==> config.mk <==
export PLATFORM = sky130hd
export DESIGN_NAME = attr_region_check
export DESIGN_NICKNAME = d
export VERILOG_FILES = /design/src/rtl/attr_pkg.sv /design/src/rtl/attr_region_dp.sv /design/src/rtl/attr_entry_ctrl.sv /design/src/rtl/attr_region_check.sv
export SDC_FILE = /design/constraint.sdc
export NUM_CORES = 2
export LEC_CHECK = 0
export BUFFER_PORTS_ARGS = -buffer_cell sky130_fd_sc_hd__buf_2
export CORE_ASPECT_RATIO = 1.75
export CORE_MARGIN = 5
export CORE_UTILIZATION = 35
export DETAILED_ROUTE_END_ITERATION = 12
export GPL_TIMING_DRIVEN = 0
export SYNTH_ARGS = -nofsm -noshare
export SYNTH_HDL_FRONTEND = slang
export SYNTH_SLANG_ARGS = --single-unit
==> constraint.sdc <==
create_clock -name clk -period 7.13 [get_ports clk]
set_clock_uncertainty 0.05 [all_clocks]
set_input_delay 1.0695 -clock clk [delete_from_list [all_inputs] [get_ports clk]]
set_output_delay 1.0695 -clock clk [all_outputs]
set_load 0.05 [all_outputs]
==> src/rtl/attr_pkg.sv <==
package attr_pkg;

  typedef enum logic [1:0] {
    ATTR_S   = 2'd0,
    ATTR_NSC = 2'd1,
    ATTR_NS  = 2'd2
  } attr_e;

  localparam int REG_AW    = 5;
  localparam int STB_IDX_W = REG_AW - 1;

  typedef struct packed {
    logic                 ctrlWr;
    logic                 tblWr;
    logic                 isLimit;
    logic [STB_IDX_W-1:0] idx;
  } cfg_strobe_t;

  function automatic attr_e sanitizeAttr(input logic [1:0] code);
    case (code)
      2'd1:    sanitizeAttr = ATTR_NSC;
      2'd2:    sanitizeAttr = ATTR_NS;
      default: sanitizeAttr = ATTR_S;
    endcase
  endfunction

endpackage

==> src/rtl/attr_region_dp.sv <==
module attr_region_dp
  import attr_pkg::*;
#(
  parameter int NUM_REGIONS = 8,
  parameter int ADDR_W      = 32,
  parameter int GRAN        = 5
) (
  input  logic                 clk,
  input  logic                 rstN,
  input  cfg_strobe_t          strb,
  input  logic [ADDR_W-1:0]    wrData,
  input  logic [REG_AW-1:0]    rdAddr,
  output logic [ADDR_W-1:0]    rdData,
  input  logic                 strapFixed,
  input  logic [1:0]           extLookupAttr,
  input  logic [1:0]           extTargetAttr,
  input  logic [ADDR_W-1:0]    lookupAddr,
  input  logic [ADDR_W-1:0]    targetAddr,
  input  logic [ADDR_W-1:0]    faultAddr,
  output attr_e                lookupAttr,
  output attr_e                targetAttr
);

  localparam int BND_W = ADDR_W - GRAN;

  logic                   unitEn;
  logic [BND_W-1:0]       baseQ  [NUM_REGIONS];
  logic [BND_W-1:0]       limitQ [NUM_REGIONS];
  logic [NUM_REGIONS-1:0] enQ;
  logic [NUM_REGIONS-1:0] nscQ;
  logic [NUM_REGIONS-1:0] lkHit;
  logic [NUM_REGIONS-1:0] tgHit;
  attr_e                  lkTable;
  attr_e                  tgTable;

  // Table storage, written through the control strobes
  always_ff @(posedge clk) begin
    if (!rstN) begin
      unitEn <= 1'b0;
      enQ    <= '0;
      nscQ   <= '0;
      for (int i = 0; i < NUM_REGIONS; i++) begin
        baseQ[i]  <= '0;
        limitQ[i] <= '0;
      end
    end else begin
      if (strb.ctrlWr) unitEn <= wrData[0];
      if (strb.tblWr) begin
        for (int i = 0; i < NUM_REGIONS; i++) begin
          if (strb.idx == STB_IDX_W'(i)) begin
            if (strb.isLimit) begin
              limitQ[i] <= wrData[ADDR_W-1:GRAN];
              nscQ[i]   <= wrData[1];
              enQ[i]    <= wrData[0];
            end else begin
              baseQ[i]  <= wrData[ADDR_W-1:GRAN];
            end
          end
        end
      end
    end
  end

  // Per-window comparators for both addresses
  for (genvar g = 0; g < NUM_REGIONS; g++) begin : g_match
    assign lkHit[g] = enQ[g] && (lookupAddr[ADDR_W-1:GRAN] >= baseQ[g])
                             && (lookupAddr[ADDR_W-1:GRAN] <= limitQ[g]);
    assign tgHit[g] = enQ[g] && (targetAddr[ADDR_W-1:GRAN] >= baseQ[g])
                             && (targetAddr[ADDR_W-1:GRAN] <= limitQ[g]);
  end

  // Most secure of the matching classes; callable beats non-secure
  always_comb begin
    if (!unitEn)                 lkTable = ATTR_S;
    else if (|(lkHit & nscQ))    lkTable = ATTR_NSC;
    else if (|(lkHit & ~nscQ))   lkTable = ATTR_NS;
    else                         lkTable = ATTR_S;
    if (!unitEn)                 tgTable = ATTR_S;
    else if (|(tgHit & nscQ))    tgTable = ATTR_NSC;
    else if (|(tgHit & ~nscQ))   tgTable = ATTR_NS;
    else                         tgTable = ATTR_S;
  end

  assign lookupAttr = strapFixed ? sanitizeAttr(extLookupAttr) : lkTable;
  assign targetAttr = strapFixed ? sanitizeAttr(extTargetAttr) : tgTable;

  // Register readback
  logic [REG_AW-1:0] rdOff;
  assign rdOff = rdAddr - REG_AW'(2);

  always_comb begin
    rdData = '0;
    if (rdAddr == REG_AW'(0)) begin
      rdData[0] = unitEn;
    end else if (rdAddr == REG_AW'(1)) begin
      rdData = faultAddr;
    end else begin
      for (int i = 0; i < NUM_REGIONS; i++) begin
        if (rdOff[REG_AW-1:1] == (REG_AW-1)'(i)) begin
          if (rdOff[0]) rdData = {limitQ[i], {(GRAN-2){1'b0}}, nscQ[i], enQ[i]};
          else          rdData = {baseQ[i], {GRAN{1'b0}}};
        end
      end
    end
  end

  // a disabled unit classifies everything as secure
  p_off_secure_r2: assert property (@(posedge clk) disable iff (!rstN)
    (!strapFixed && !unitEn) |-> (lookupAttr == ATTR_S && targetAttr == ATTR_S));

  // uncovered addresses stay secure
  p_nomatch_secure_r4: assert property (@(posedge clk) disable iff (!rstN)
    (!strapFixed && lkHit == '0) |-> lookupAttr == ATTR_S);

  // an overlapping callable window dominates
  p_nsc_wins_r5: assert property (@(posedge clk) disable iff (!rstN)
    (!strapFixed && unitEn && |(lkHit & nscQ)) |-> lookupAttr == ATTR_NSC);

endmodule

==> src/rtl/attr_entry_ctrl.sv <==
module attr_entry_ctrl
  import attr_pkg::*;
#(
  parameter int NUM_REGIONS = 8,
  parameter int ADDR_W      = 32
) (
  input  logic              clk,
  input  logic              rstN,
  input  logic              regWrEn,
  input  logic [REG_AW-1:0] regAddr,
  output cfg_strobe_t       strb,
  input  logic              brValid,
  input  logic              brFromNs,
  input  logic              brIsGateway,
  input  logic [ADDR_W-1:0] brTarget,
  input  attr_e             targetAttr,
  output logic              entryOk,
  output logic              violPulse,
  output logic [ADDR_W-1:0] violAddr
);

  logic [REG_AW-1:0] wrOff;
  logic              faultNow;

  // Write decode into strobes; word 1 is read-only
  assign wrOff        = regAddr - REG_AW'(2);
  assign strb.ctrlWr  = regWrEn && (regAddr == REG_AW'(0));
  assign strb.tblWr   = regWrEn && (regAddr >= REG_AW'(2))
                        && (wrOff[REG_AW-1:1] < (REG_AW-1)'(NUM_REGIONS));
  assign strb.isLimit = wrOff[0];
  assign strb.idx     = wrOff[REG_AW-1:1];

  // Entry decision
  assign entryOk  = !brFromNs || (targetAttr == ATTR_NS)
                    || (targetAttr == ATTR_NSC && brIsGateway);
  assign faultNow = brValid && !entryOk;

  always_ff @(posedge clk) begin
    if (!rstN) begin
      violPulse <= 1'b0;
      violAddr  <= '0;
    end else begin
      violPulse <= faultNow;
      if (faultNow) violAddr <= brTarget;
    end
  end

  // gateway entry at a callable target never faults
  p_gateway_pass_r7: assert property (@(posedge clk) disable iff (!rstN)
    (brValid && brFromNs && targetAttr == ATTR_NSC && brIsGateway) |=> !violPulse);

  // a non-secure branch into secure space faults and records its target
  p_secure_tgt_r8: assert property (@(posedge clk) disable iff (!rstN)
    (brValid && brFromNs && targetAttr == ATTR_S) |=> (violPulse && violAddr == $past(brTarget)));

  // the recorded address only moves together with a pulse
  p_addr_hold_r8: assert property (@(posedge clk) disable iff (!rstN)
    !violPulse |-> $stable(violAddr));

  // branches from secure code are never refused
  p_secure_src_r9: assert property (@(posedge clk) disable iff (!rstN)
    (brValid && !brFromNs) |=> !violPulse);

endmodule

==> src/rtl/attr_region_check.sv <==
module attr_region_check
  import attr_pkg::*;
#(
  parameter int NUM_REGIONS = 8,
  parameter int ADDR_W      = 32,
  parameter int GRAN        = 5
) (
  input  logic              clk,
  input  logic              rstN,
  input  logic              regWrEn,
  input  logic [4:0]        regAddr,
  input  logic [ADDR_W-1:0] regWrData,
  output logic [ADDR_W-1:0] regRdData,
  input  logic              strapFixed,
  input  logic [1:0]        extLookupAttr,
  input  logic [1:0]        extTargetAttr,
  input  logic [ADDR_W-1:0] lookupAddr,
  output logic [1:0]        lookupAttr,
  input  logic              brValid,
  input  logic              brFromNs,
  input  logic              brIsGateway,
  input  logic [ADDR_W-1:0] brTarget,
  output logic              entryOk,
  output logic              violPulse,
  output logic [ADDR_W-1:0] violAddr
);

  cfg_strobe_t strb;
  attr_e       lkAttr;
  attr_e       tgAttr;

  attr_entry_ctrl #(
    .NUM_REGIONS(NUM_REGIONS),
    .ADDR_W     (ADDR_W)
  ) u_ctrl (
    .clk        (clk),
    .rstN       (rstN),
    .regWrEn    (regWrEn),
    .regAddr    (regAddr),
    .strb       (strb),
    .brValid    (brValid),
    .brFromNs   (brFromNs),
    .brIsGateway(brIsGateway),
    .brTarget   (brTarget),
    .targetAttr (tgAttr),
    .entryOk    (entryOk),
    .violPulse  (violPulse),
    .violAddr   (violAddr)
  );

  attr_region_dp #(
    .NUM_REGIONS(NUM_REGIONS),
    .ADDR_W     (ADDR_W),
    .GRAN       (GRAN)
  ) u_dp (
    .clk          (clk),
    .rstN         (rstN),
    .strb         (strb),
    .wrData       (regWrData),
    .rdAddr       (regAddr),
    .rdData       (regRdData),
    .strapFixed   (strapFixed),
    .extLookupAttr(extLookupAttr),
    .extTargetAttr(extTargetAttr),
    .lookupAddr   (lookupAddr),
    .targetAddr   (brTarget),
    .faultAddr    (violAddr),
    .lookupAttr   (lkAttr),
    .targetAttr   (tgAttr)
  );

  assign lookupAttr = lkAttr;

endmodule

==> metrics.txt <==
vias=34631; leading post-synthesis cells by cell area=edfxtp_1 (32%), ha_1 (26%), mux2i_1 (6.3%); Bufs and invs on worst path=4; initial antenna violation count=7; Synth async-reset ratio=0%; Max Fclk=0.138 GHz; largest area contributor in the netlist=edfxtp_1; cts repair resizes=4; Layout Nets=5471; Post-DRT Antenna Nets=0; P&R area growth vs syn=11.3%; register bit total from synthesis=482; register area share after synthesis=34.2%; startpoint types=input port; final setup vio count=7; sw frac=33.6%; NetSw=2.77 mW; CTS tree=built; HP Start=u_ctrl.violAddr[3]$_SDFFE_PN0P_; power per cell area=182 nW/um^2; max_cap viols=2; Reg clk slew, reported paths=0.07 ns; Die Wd=268 um; Worst IR Drop VDD=0.000169 V; PortBufs=166; synth unique cells=74; fin. max-slew vios=2; worst hold margin=0.423 ns; RSZ-0062 raised after global routing=no; share of layout cells above drive strength 1=6.99%; DR pass1 iterations=6; total track usage=25.1%; Tot Pwr=8.25 mW; CP endpoint kind=output pin; reg2reg path depth=13; synthesized area per cell=9.56 um^2; Congestion Overflow GR=0; DP Area=43800 um^2; Post-synth top flop=edfxtp_1; WHS Endpoint=u_ctrl.violAddr[3]$_SDFFE_PN0P_; Comb power frac=25.8%; worst-margin pin slew=1.62 ns; Iter 0 DRT Violations=2503; routed wire length per instance=26.7 um; vias in the first global route=34472; total core area=116000 um^2; clock network fraction of design power=33.4%; Sequential Power Share=40.7%; crit path DAT=6.13 ns; post-CTS setup buffers=0; crit-path max cell delay=1.02 ns; CTS H-tree lvls=2; Worst Hold Class=reg2reg; Post-Synthesis Cells=4272; cts hold-fix bufs=0; min Tclk post-route=7.25 ns; critical path peak fanout=10; Initial Util=35.3%; area share of the largest cell type after synthesis=31.8%; CP max stage cell=clkbuf_1; Setup CP Type=in2out; crit share post-route=102%; reg-to-reg critical path endpoint=u_ctrl.violAddr[30]$_SDFFE_PN0P_; gpl congestion=0.978; Post-route DRC=0; Layout fillers=11438; Synth warnings=0; clock tree buffer depth=3; failing checks=capacitance limit, slew limit, setup timing; Crit path max-delay family=buffers and inverters; clk sink count=482; root buf cell=clkbuf_16; DIE AREA=124000 um^2; Req. time, crit path=6.01 ns; first-pass GRT wire length=226000 um; outcome=finished, violations left; mapped cell area=40800 um^2; Die H=462 um; R2R Setup Slk=1.95 ns; EDFF count, synth=432; Via density=5.73; FF-to-FF Start=u_dp.limitQ[1][79]$_DFFE_PP_; Hold Violations, Final=0; Pleak=21.0 nW; DP HPWL=135000 um; syn nets=5248; CP dominant cell by count=clkbuf_1; setup_tns=-0.364 ns; worst skew pair latency=0.64 ns; IO Pins=180; Num CTS Buffers=47; Final Cell Area=45500 um^2; row count=165; CP Cell Sequence=clkbuf_1, clkbuf_1, clkbuf_1, mux2i_1, nor2_1, nor4_2, o21ai_0, a31o_2, buf_2; Pint=5.48 mW; hold depth=2; Relative slew margins=-9.27%; setup ws final=-0.115 ns; largest net degree at the start of global routing=28; drt total wl=161000 um
power by group through the flow:
stage / logic, mW / clock network (mW) / registers, mW
6_report: 2.13 / 2.76 / 3.36
5_1_grt: 2.34 / 2.86 / 3.37
4_1_cts: 2.11 / 2.77 / 3.36
3_5_place_dp: 2.10 / 0 / 3.42
3_3_place_gp: 2.03 / 0 / 3.42
2_1_floorplan: 1.27 / 0 / 3.40
cell type report:
type | instances | area (um^2) | area share [%]
multi-input combinational | 3188 | 24700 | 54.4
sequential | 482 | 14000 | 30.7
tap | 1503 | 1880 | 4.14
inverter | 472 | 1770 | 3.90
clock buffer | 59 | 1330 | 2.92
timing repair buffer | 174 | 951 | 2.09
buffer | 130 | 513 | 1.13
clock inverter | 29 | 307 | 0.674
antenna | 4 | 10.0 | 0.0220
logic make-up (layout without fill, tap and decap cells):
family | after synthesis | count (layout) | synth area share, %
buffers and inverters | 602 | 864 | 5.59
xor gates and xnor gates | 1 | 1 | 0.0215
DFF | 482 | 482 | 34.2
AOI/OAI and AO/OA | 900 | 900 | 14.0
and+or+nand+nor | 1166 | 1166 | 13.3
muxes | 257 | 257 | 6.30
other | 0 | 4 | 0
adders and majority gates | 864 | 864 | 26.5
worst max path at each step:
stage	to	slack [ns]	from	cells after the start
6_report	regRdData[24]	-0.12	regAddr[0]	9
5_1_grt	regRdData[27]	0.02	regAddr[0]	9
4_1_cts	regRdData[24]	0.07	regAddr[0]	9
3_5_place_dp	regRdData[27]	-0.34	regAddr[0]	9
3_3_place_gp	u_dp.limitQ[1][64]$_DFFE_PP_	-2.69	regAddr[0]	6
2_1_floorplan	lookupAttr[0]	1.83	lookupAddr[5]	13
sequential cells by signal (all words and copies together) (netlist names):
register,count
u_dp.baseQ,216
u_dp.limitQ,216
u_ctrl.violAddr,32
u_dp.enQ,8
u_dp.nscQ,8
u_ctrl.violPulse,1
u_dp.unitEn,1
placed cells by master, fill, tap and decap left out, types with 21 or more instances in the layout:
cell,n
a21o_1,133
nand4_1,140
nand2_1,248
nand2b_1,22
a21oi_1,248
o22ai_1,87
a31o_2,27
clkbuf_1,115
o21a_1,31
clkbuf_16,50
ha_1,864
a221oi_1,22
dfxtp_1,50
nor2b_1,58
a211oi_1,45
nand3_1,85
edfxtp_1,432
inv_1,472
o21ai_0,185
nor3_1,39
nor4_1,29
o211ai_1,21
mux2i_1,256
buf_2,167
nor2_1,457
cell usage after synthesis (all sizes together), types with 4 or more instances:
master,instances
o21a,31
and3b,5
edfxtp,432
o2111ai,6
or4,5
nor3,39
nand2b,23
and2,4
dfxtp,50
buf,19
nor4,47
a211o,13
nand3b,9
a31o,27
and3,20
nand4,140
nor4b,4
or2,4
a211oi,45
a21oi,248
inv,472
nand2,250
nand3,85
nor2b,58
a31oi,14
and4,12
clkbuf,111
o21ai,188
a2111oi,13
nor2,457
a221oi,23
o211ai,21
o31ai,5
o22ai,87
a21boi,6
a21o,133
mux2i,256
ha,864
routing by layer:
layer  vias to the layer above  GRT usage (%)  wire (um)
li1                      16227              -          -
met1                     16559           24.9      54700
met2                      1246           44.7      79900
met3                       593           2.25       6350
met4                         6           24.4      20100
met5                         -              0         41
through the flow:
step           setup slack, ns  std cells  utilization [%]
5_1_grt                 0.0191       6038             39.2
3_5_place_dp            -0.340       5949             37.8
3_3_place_gp             -2.69       5941             37.6
2_1_floorplan             1.83       4272                -
4_1_cts                 0.0738       6037             39.2
6_report                -0.115       6041             39.2
worst reg2reg max path: stages (launching register included):
cell	delay, ns
edfxtp_1	0.56
inv_1	0.13
ha_1	0.35
nand4_1	0.18
nor4_1	0.69
inv_1	0.13
or4_4	0.50
a22oi_2	0.53
a311oi_1	0.22
and4_4	0.25
a21o_1	0.20
a311oi_4	0.77
buf_6	0.31
mux2i_1	0.22
Note: power is estimated with default switching activity, not from simulation.
